--- src/rtl/trc_cap_pkg.sv ---
package trc_cap_pkg;
  localparam logic [2:0] SEL_FRAME  = 3'd0;
  localparam logic [2:0] SEL_TCOUNT = 3'd1;
  localparam logic [2:0] SEL_CTRL   = 3'd2;

  localparam logic [2:0] TRIG_STAT  = 3'b110;

  typedef struct packed {
    logic       sync;
    logic [3:0] pkt;
    logic [2:0] stat;
  } trc_sample_t;
endpackage

--- src/rtl/trc_sample_gate.sv ---
module trc_sample_gate (
  input  logic clk,
  input  logic rst,
  input  logic ctrl_wr,
  input  logic wr_en_bit,
  input  logic wr_half_bit,
  input  logic trc_stb,
  input  logic done,
  output logic start,
  output logic take
);
  logic en_q;
  logic half_q;

  assign start = ctrl_wr & wr_en_bit;
  assign take  = en_q & ~done & (half_q | trc_stb);

  always_ff @(posedge clk) begin
    if (rst) begin
      en_q   <= 1'b0;
      half_q <= 1'b0;
    end else if (ctrl_wr) begin
      en_q   <= wr_en_bit;
      half_q <= wr_half_bit;
    end
  end
endmodule

--- src/rtl/trc_frame_ptr.sv ---
module trc_frame_ptr #(
  parameter int FRAME_AW = 20,
  parameter int SLOT_W   = 4
) (
  input  logic                clk,
  input  logic                rst,
  input  logic                start,
  input  logic                ld_frame,
  input  logic [FRAME_AW-1:0] ld_val,
  input  logic                take,
  output logic [FRAME_AW-1:0] frame_q,
  output logic [SLOT_W-1:0]   slot_q,
  output logic                frame_end,
  output logic                full_q
);
  localparam logic [SLOT_W-1:0]   SLOT_LAST  = '1;
  localparam logic [FRAME_AW-1:0] FRAME_LAST = '1;

  assign frame_end = take & (slot_q == SLOT_LAST);

  always_ff @(posedge clk) begin
    if (rst) begin
      frame_q <= '0;
      slot_q  <= '0;
    end else if (ld_frame) begin
      frame_q <= ld_val;
      slot_q  <= '0;
    end else if (start) begin
      slot_q  <= '0;
    end else if (take) begin
      slot_q <= slot_q + 1'b1;
      if (frame_end) frame_q <= frame_q + 1'b1;
    end
  end

  always_ff @(posedge clk) begin
    if (rst || start)
      full_q <= 1'b0;
    else if (!ld_frame && frame_end && frame_q == FRAME_LAST)
      full_q <= 1'b1;
  end
endmodule

--- src/rtl/trc_post_trigger.sv ---
module trc_post_trigger #(
  parameter int CNT_W = 21
) (
  input  logic             clk,
  input  logic             rst,
  input  logic             start,
  input  logic             ld_cnt,
  input  logic [CNT_W-1:0] ld_val,
  input  logic             take,
  input  logic             is_trig,
  input  logic             frame_end,
  output logic             trig_q,
  output logic             done_q
);
  logic [CNT_W-1:0] cnt_q;
  logic             armed;
  logic             last_frame;

  assign armed      = trig_q | (take & is_trig);
  assign last_frame = (cnt_q <= CNT_W'(1));

  always_ff @(posedge clk) begin
    if (rst)
      cnt_q <= '0;
    else if (ld_cnt)
      cnt_q <= ld_val;
    else if (frame_end && armed && cnt_q != '0)
      cnt_q <= cnt_q - 1'b1;
  end

  always_ff @(posedge clk) begin
    if (rst || start) begin
      trig_q <= 1'b0;
      done_q <= 1'b0;
    end else begin
      if (take && is_trig) trig_q <= 1'b1;
      if (frame_end && armed && last_frame) done_q <= 1'b1;
    end
  end
endmodule

--- src/rtl/trace_capture_ctrl.sv ---
module trace_capture_ctrl #(
  parameter int FRAME_AW  = 20,
  parameter int FRAME_LEN = 16,
  localparam int SLOT_W   = $clog2(FRAME_LEN),
  localparam int CNT_W    = FRAME_AW + 1,
  localparam int MADDR_W  = FRAME_AW + SLOT_W
) (
  input  logic                clk,
  input  logic                rst,
  input  logic                trc_stb,
  input  logic [3:0]          trc_pkt,
  input  logic [2:0]          trc_stat,
  input  logic                trc_sync,
  input  logic                pll_locked,
  input  logic                reg_we,
  input  logic [2:0]          reg_sel,
  input  logic [31:0]         reg_wdata,
  output logic                mem_we,
  output logic [MADDR_W-1:0]  mem_addr,
  output logic [7:0]          mem_data,
  output logic [FRAME_AW-1:0] frame_addr,
  output logic                stat_done,
  output logic                stat_trig,
  output logic                stat_full,
  output logic                stat_lock
);
  import trc_cap_pkg::*;

  logic ctrl_wr, frame_wr, cnt_wr;
  logic start, take, frame_end, is_trig;
  logic [SLOT_W-1:0] slot;
  trc_sample_t smp;
  logic unused_wdata;

  assign ctrl_wr  = reg_we && reg_sel == SEL_CTRL;
  assign frame_wr = reg_we && reg_sel == SEL_FRAME;
  assign cnt_wr   = reg_we && reg_sel == SEL_TCOUNT;
  assign unused_wdata = ^reg_wdata[31:CNT_W];

  assign smp.sync = trc_sync;
  assign smp.pkt  = trc_pkt;
  assign smp.stat = trc_stat;
  assign is_trig  = (trc_stat == TRIG_STAT);

  trc_sample_gate u_gate (
    .clk         (clk),
    .rst         (rst),
    .ctrl_wr     (ctrl_wr),
    .wr_en_bit   (reg_wdata[0]),
    .wr_half_bit (reg_wdata[1]),
    .trc_stb     (trc_stb),
    .done        (stat_done),
    .start       (start),
    .take        (take)
  );

  trc_frame_ptr #(.FRAME_AW(FRAME_AW), .SLOT_W(SLOT_W)) u_ptr (
    .clk       (clk),
    .rst       (rst),
    .start     (start),
    .ld_frame  (frame_wr),
    .ld_val    (reg_wdata[FRAME_AW-1:0]),
    .take      (take),
    .frame_q   (frame_addr),
    .slot_q    (slot),
    .frame_end (frame_end),
    .full_q    (stat_full)
  );

  trc_post_trigger #(.CNT_W(CNT_W)) u_post (
    .clk       (clk),
    .rst       (rst),
    .start     (start),
    .ld_cnt    (cnt_wr),
    .ld_val    (reg_wdata[CNT_W-1:0]),
    .take      (take),
    .is_trig   (is_trig),
    .frame_end (frame_end),
    .trig_q    (stat_trig),
    .done_q    (stat_done)
  );

  always_ff @(posedge clk) begin
    if (rst) begin
      mem_we    <= 1'b0;
      mem_addr  <= '0;
      mem_data  <= '0;
      stat_lock <= 1'b0;
    end else begin
      mem_we    <= take;
      stat_lock <= pll_locked;
      if (take) begin
        mem_addr <= {frame_addr, slot};
        mem_data <= smp;
      end
    end
  end
endmodule

--- config.mk ---
export PLATFORM = sky130hd
export DESIGN_NAME = trace_capture_ctrl
export DESIGN_NICKNAME = d
export VERILOG_FILES = /design/src/rtl/trc_cap_pkg.sv /design/src/rtl/trc_sample_gate.sv /design/src/rtl/trc_frame_ptr.sv /design/src/rtl/trc_post_trigger.sv /design/src/rtl/trace_capture_ctrl.sv
export SDC_FILE = /design/constraint.sdc
export NUM_CORES = 1
export LEC_CHECK = 0
export ABC_CLOCK_PERIOD_IN_PS = 6500
export BUFFER_PORTS_ARGS = -buffer_cell sky130_fd_sc_hd__buf_2
export CAP_MARGIN = 25
export CORE_MARGIN = 4
export CORE_UTILIZATION = 45
export DETAILED_ROUTE_END_ITERATION = 7
export PLACE_DENSITY = 0.75
export RECOVER_POWER = 25
export SLEW_MARGIN = 20
export SYNTH_ARGS = -nofsm -noshare
export SYNTH_HDL_FRONTEND = slang
export SYNTH_SLANG_ARGS = --single-unit
--- constraint.sdc ---
create_clock -name clk -period 6.5 [get_ports clk]
set_input_delay 0.65 -clock clk [delete_from_list [all_inputs] [get_ports clk]]
set_output_delay 0.65 -clock clk [all_outputs]
set_load 0.01 [all_outputs]
# After elaboration in Yosys (flattened, before gate mapping)
# Cells that the tools add are included.
# word_totals
register_bits	84
inputBits	48
output_inout_bits	57
elab_cells	54
# classes
addsub	3
n_lt_le_gt_ge	1
eq_ne	6
muxes	6
bitwise	8
n_reduce_logical	18
# ops
operator	n
20-bit 2-to-1 mux	4
21-bit 2-to-1 mux	2
21-bit by 1-bit less-or-equal comparator with 1-bit output (second input constant)	1
21-bit nonzero test	1
21-bit by 1-bit subtractor with 21-bit output (second input constant)	1
20-bit by 1-bit adder with 20-bit output (second input constant)	1
20-bit equality test (second input constant)	1
1-bit logical AND	9
2-bit nonzero test	3
1-bit bitwise AND	5
4-bit by 1-bit adder with 4-bit output (second input constant)	1
4-bit equality test (second input constant)	1
3-bit by 1-bit equality test with 1-bit output (second input constant)	1
3-bit by 2-bit equality test with 1-bit output (second input constant)	1
3-bit equality test (second input constant)	1
3-bit zero test	1
3-bit AND reduction	1
3-bit OR reduction	1
2-bit inequality test (second input constant)	1
1-bit OR	2
1-bit zero test	1
1-bit logical OR	1
1-bit NOT	1

# Logic depth before layout (Yosys ltp)
# logic_depth
depth_word	9
ltp_mapped	7
mapped_depth_nobuf	7

# Modules after synthesis
# Synthesis repeated with hierarchy kept, for this count alone.
# unflattened
cells_unflattened	485
hier_area_um2	4295.4
# modules_own_cells
mod	n_inst	cells_each	area_each_um2	seq_area_each_um2
trc_frame_ptr	1	196	1556.5	500.5
trc_post_trigger	1	167	1393.8	460.4
trace_capture_ctrl	1	113	1258.7	680.7
trc_sample_gate	1	9	86.3	40.0

# Worst setup path before layout
# No wires, ideal clock.
# synth_timing
path_type	input to register
from	input trc_stat[0]
to	register u_post.cnt_q[1]
t_arrival_ns	2.224
path_slack_ns	4.200
path_stages	6
n_path_buf	1
path_cell_list	nand3b_1 a2111oi_4 buf_2 o21a_1 mux2_1 o22ai_1
# synth_via
elab_chain_len	6
# synth_rtl
element	line_no	rtl
from (decl)	trace_capture_ctrl.sv:12	input logic [2:0] trc_stat,
3-bit equality test	trace_capture_ctrl.sv:43	assign is_trig = (trc_stat == TRIG_STAT);
1-bit bitwise AND	trc_post_trigger.sv:19	assign armed = trig_q | (take & is_trig);
1-bit OR	trc_post_trigger.sv:19	
1-bit logical AND (2 in a row)	trc_post_trigger.sv:27	else if (frame_end && armed && cnt_q != '0)
2-bit nonzero test (no line)	n/a	
to (signal assigned)	trc_post_trigger.sv:26	cnt_q <= ld_val;
to (signal assigned)	trc_post_trigger.sv:28	cnt_q <= cnt_q - 1'b1;
to (decl)	trc_post_trigger.sv:15	logic [CNT_W-1:0] cnt_q;
# Every way passes these cells.
# A chain may end at the register's enable or synchronous reset.

# Worst setup path after layout
# layout_timing
from	input rst
to	register u_ptr.slot_q[3]
# layout_via
elab_chain_len	1
# layout_rtl
element	line_no	rtl
from (decl)	trace_capture_ctrl.sv:9	input logic rst,
3-bit OR reduction (no line)	n/a	
to (signal assigned)	trc_frame_ptr.sv:31	slot_q <= slot_q + 1'b1;
to (decl)	trc_frame_ptr.sv:12	output logic [SLOT_W-1:0] slot_q,
# Every way passes these cells.

==> impl_metrics.tcl <==
set metrics [dict create \
    status "finished with violations" \
    failed_checks "max-capacitance violations, max-slew violations" \
    cap_violations 1 \
    grt_pass1_vias 3616 \
    ios 105 \
    grt-ovfl-total 0 \
    die_h_um 102 \
    cts_buffer_depth 2 \
    worstSkewPairLatency_ns 0.35 \
    grt_pass1_wl_mm 16.9 \
    fmax_ghz 0.239 \
    drt-initial-drc-count 227 \
    viasPerCell 5.81 \
    worstHoldStart "mem_data[5]$_SDFFE_PP0P_" \
    io_buffers 93 \
    hold_violations 0 \
    routabilityCongestion 0.940 \
    tns_ns 0 \
    vias 3926 \
    synth_flop_cell "dfxtp_1" \
    maxSlewHeadroom -0.835 \
    area_growth_pct 17.2 \
    ys_warn_count 0 \
    p_leak_nw 1.65 \
    fin_crit_sh 0.645 \
    postPlaceCellArea_mm2 0.00449 \
    yosysSeqAreaShare 0.424 \
    final_cell_area_mm2 0.00465 \
    final_nets 619 \
    crit_path_start_kind "input port" \
    htreeDepth 3 \
    reg2reg_depth 6 \
    synth_edf_count 0 \
    worst_pin_slew_ns 2.75 \
    hold_class "reg2reg" \
    yosys.cell_types.count 46 \
    wl_per_cell_um 15.8 \
    path_max_fanout 61 \
    postCtsResizedCells 0 \
    whs_path_depth 2 \
    grt_start_max_net_pins 62 \
    rsz0062_at_grt "no" \
    critPathRequiredTime_ns 6.75 \
    r2r-start "u_ptr.slot_q[0]$_SDFFE_PP0P_" \
    setup_viol 0 \
    root_buffer "clkbuf_8" \
    grt_use_total 0.205 \
    synth_fp_nets 540 \
    synth_seq_cells 84 \
    initial_core_util 0.473 \
    antenna_found_initial 0 \
    peakVddDrop_uv 120 \
    cts_made_buffers 9 \
    first_pass_iters 4 \
    cp.arrival_ns 4.44 \
    synthCells 487 \
    cts_hold_buf 0 \
    endpoint_kind "flip-flop" \
    wl_mm 10.7 \
    drc 0 \
    utilization 0.555 \
    ff2ff_setup_slack_ns 3.76 \
    layout_commonest_cell "nand2_1" \
    ant_nets 0 \
    num_antenna_cells 0 \
    die_w_um 102 \
    skew_ns 0.00733 \
    cts_tree "done" \
    holdPathEnd "mem_data[5]$_SDFFE_PP0P_" \
    die_area_mm2 0.0104 \
    powerDensity_mw_per_mm2 220 \
    drive_gt1_frac 0.161 \
    report.final.slew_viol_count 62 \
    layout_common_cells "nand2_1, dfxtp_1, buf_2, a21oi_1, nor2_1" \
    fin_crit_ns 4.19 \
    path_class "in2reg" \
    rows 33 \
    syn-cell-area_mm2 0.00397 \
    coreArea_mm2 0.00838 \
    avgSynthCellArea_um2 8.14 \
    regToRegEndpoint "u_ptr.frame_q[13]$_SDFFE_PP0P_" \
    async_flop_share 0 \
    clk_pin_slew_worst_paths_ns 0.08 \
    post_cts_buffers 0 \
    cts.sinks 84 \
    post-dp-hpwl_mm 7.70 \
]
-- worst max-delay path by stage --
stage / startpoint / endpoint / slack, ns
2_1_floorplan: trc_stat[0] / u_post.cnt_q[1]$_SDFFE_PP0P_ / 4.20
3_3_place_gp: trc_stat[0] / u_post.cnt_q[8]$_SDFFE_PP0P_ / 3.60
3_5_place_dp: trc_stat[0] / u_post.cnt_q[19]$_SDFFE_PP0P_ / 3.56
4_1_cts: u_ptr.slot_q[0]$_SDFFE_PP0P_ / u_ptr.frame_q[13]$_SDFFE_PP0P_ / 3.84
5_1_grt: rst / u_ptr.slot_q[3]$_SDFFE_PP0P_ / 2.00
6_report: rst / u_ptr.slot_q[3]$_SDFFE_PP0P_ / 2.31
-- cells by family after synthesis --
| kind of cell | Yosys count | share of synthesized area |
|---|---|---|
| AOI/OAI and AO/OA | 124 | 0.204 |
| xor gates and xnor gates | 23 | 0.0508 |
| adders and majority gates | 5 | 0.0158 |
| buffers and inverters | 37 | 0.0357 |
| DFF | 84 | 0.424 |
| muxes | 1 | 0.00284 |
| and+or+nand+nor | 213 | 0.266 |
-- report_power, final --
group,internal [mW],switching (mW)
Clock,0.198,0.186
Sequential,0.524,0.0128
Combinational,0.0369,0.0644
-- Yosys cell counts (11+ instances only) --
cell type / n / area share
nand2_1: 85 / 0.080
clkbuf_1: 27 / 0.026
xor2_1: 19 / 0.042
dfxtp_1: 84 / 0.42
o21ai_0: 23 / 0.029
or3_1: 11 / 0.017
nor2_1: 39 / 0.037
a21oi_1: 42 / 0.053
nand4_1: 20 / 0.032
a211oi_1: 13 / 0.025
nand3_1: 13 / 0.016
-- sequential cells by signal (all words and copies together) (netlist names) --
| register | cells |
|---|---|
| u_ptr.full_q | 1 |
| u_gate.half_q | 1 |
| mem_data | 8 |
| mem_addr | 24 |
| u_post.cnt_q | 21 |
| u_ptr.slot_q | 4 |
| u_post.done_q | 1 |
| mem_we | 1 |
| u_post.trig_q | 1 |
| u_gate.en_q | 1 |
| u_ptr.frame_q | 20 |
| stat_lock | 1 |
-- metrics by stage --
step                setup slack [ns]  cells  hold WS (ns)  power [mW]
floorplan                       4.20    487         0.437       0.611
global placement                3.60    659         0.440       0.645
detailed placement              3.56    660         0.443       0.649
CTS                             3.84    676         0.455        1.03
global route                    2.00    676         0.469        1.06
finish                          2.31    676         0.459        1.02
-- cell type report --
class                      count  area, µm²
timing repair buffer          97        458
multi-input combinational    366       2140
fill                         819       3730
clock inverter                 4       47.5
sequential                    84       1680
tap                          105        131
clock buffer                  12        155
inverter                       8       30.0
-- layer usage --
metal / share of wire / vias to the layer above / global-route usage / wire length [µm]
li1: - / 1915 / - / -
met1: 0.43 / 1862 / 0.263 / 4580
met2: 0.48 / 133 / 0.336 / 5110
met3: 0.075 / 16 / 0.0526 / 797
met4: 0.017 / 0 / 0.0696 / 178
met5: 0 / - / 0 / 0
-- critical path: stages --
cell	delay, ns
buf_2	0.07
clkbuf_1	1.94
inv_1	1.05
and2_1	0.46
nand2_1	0.15
nor2_1	0.07
Note: power is estimated with default switching activity, not from simulation.
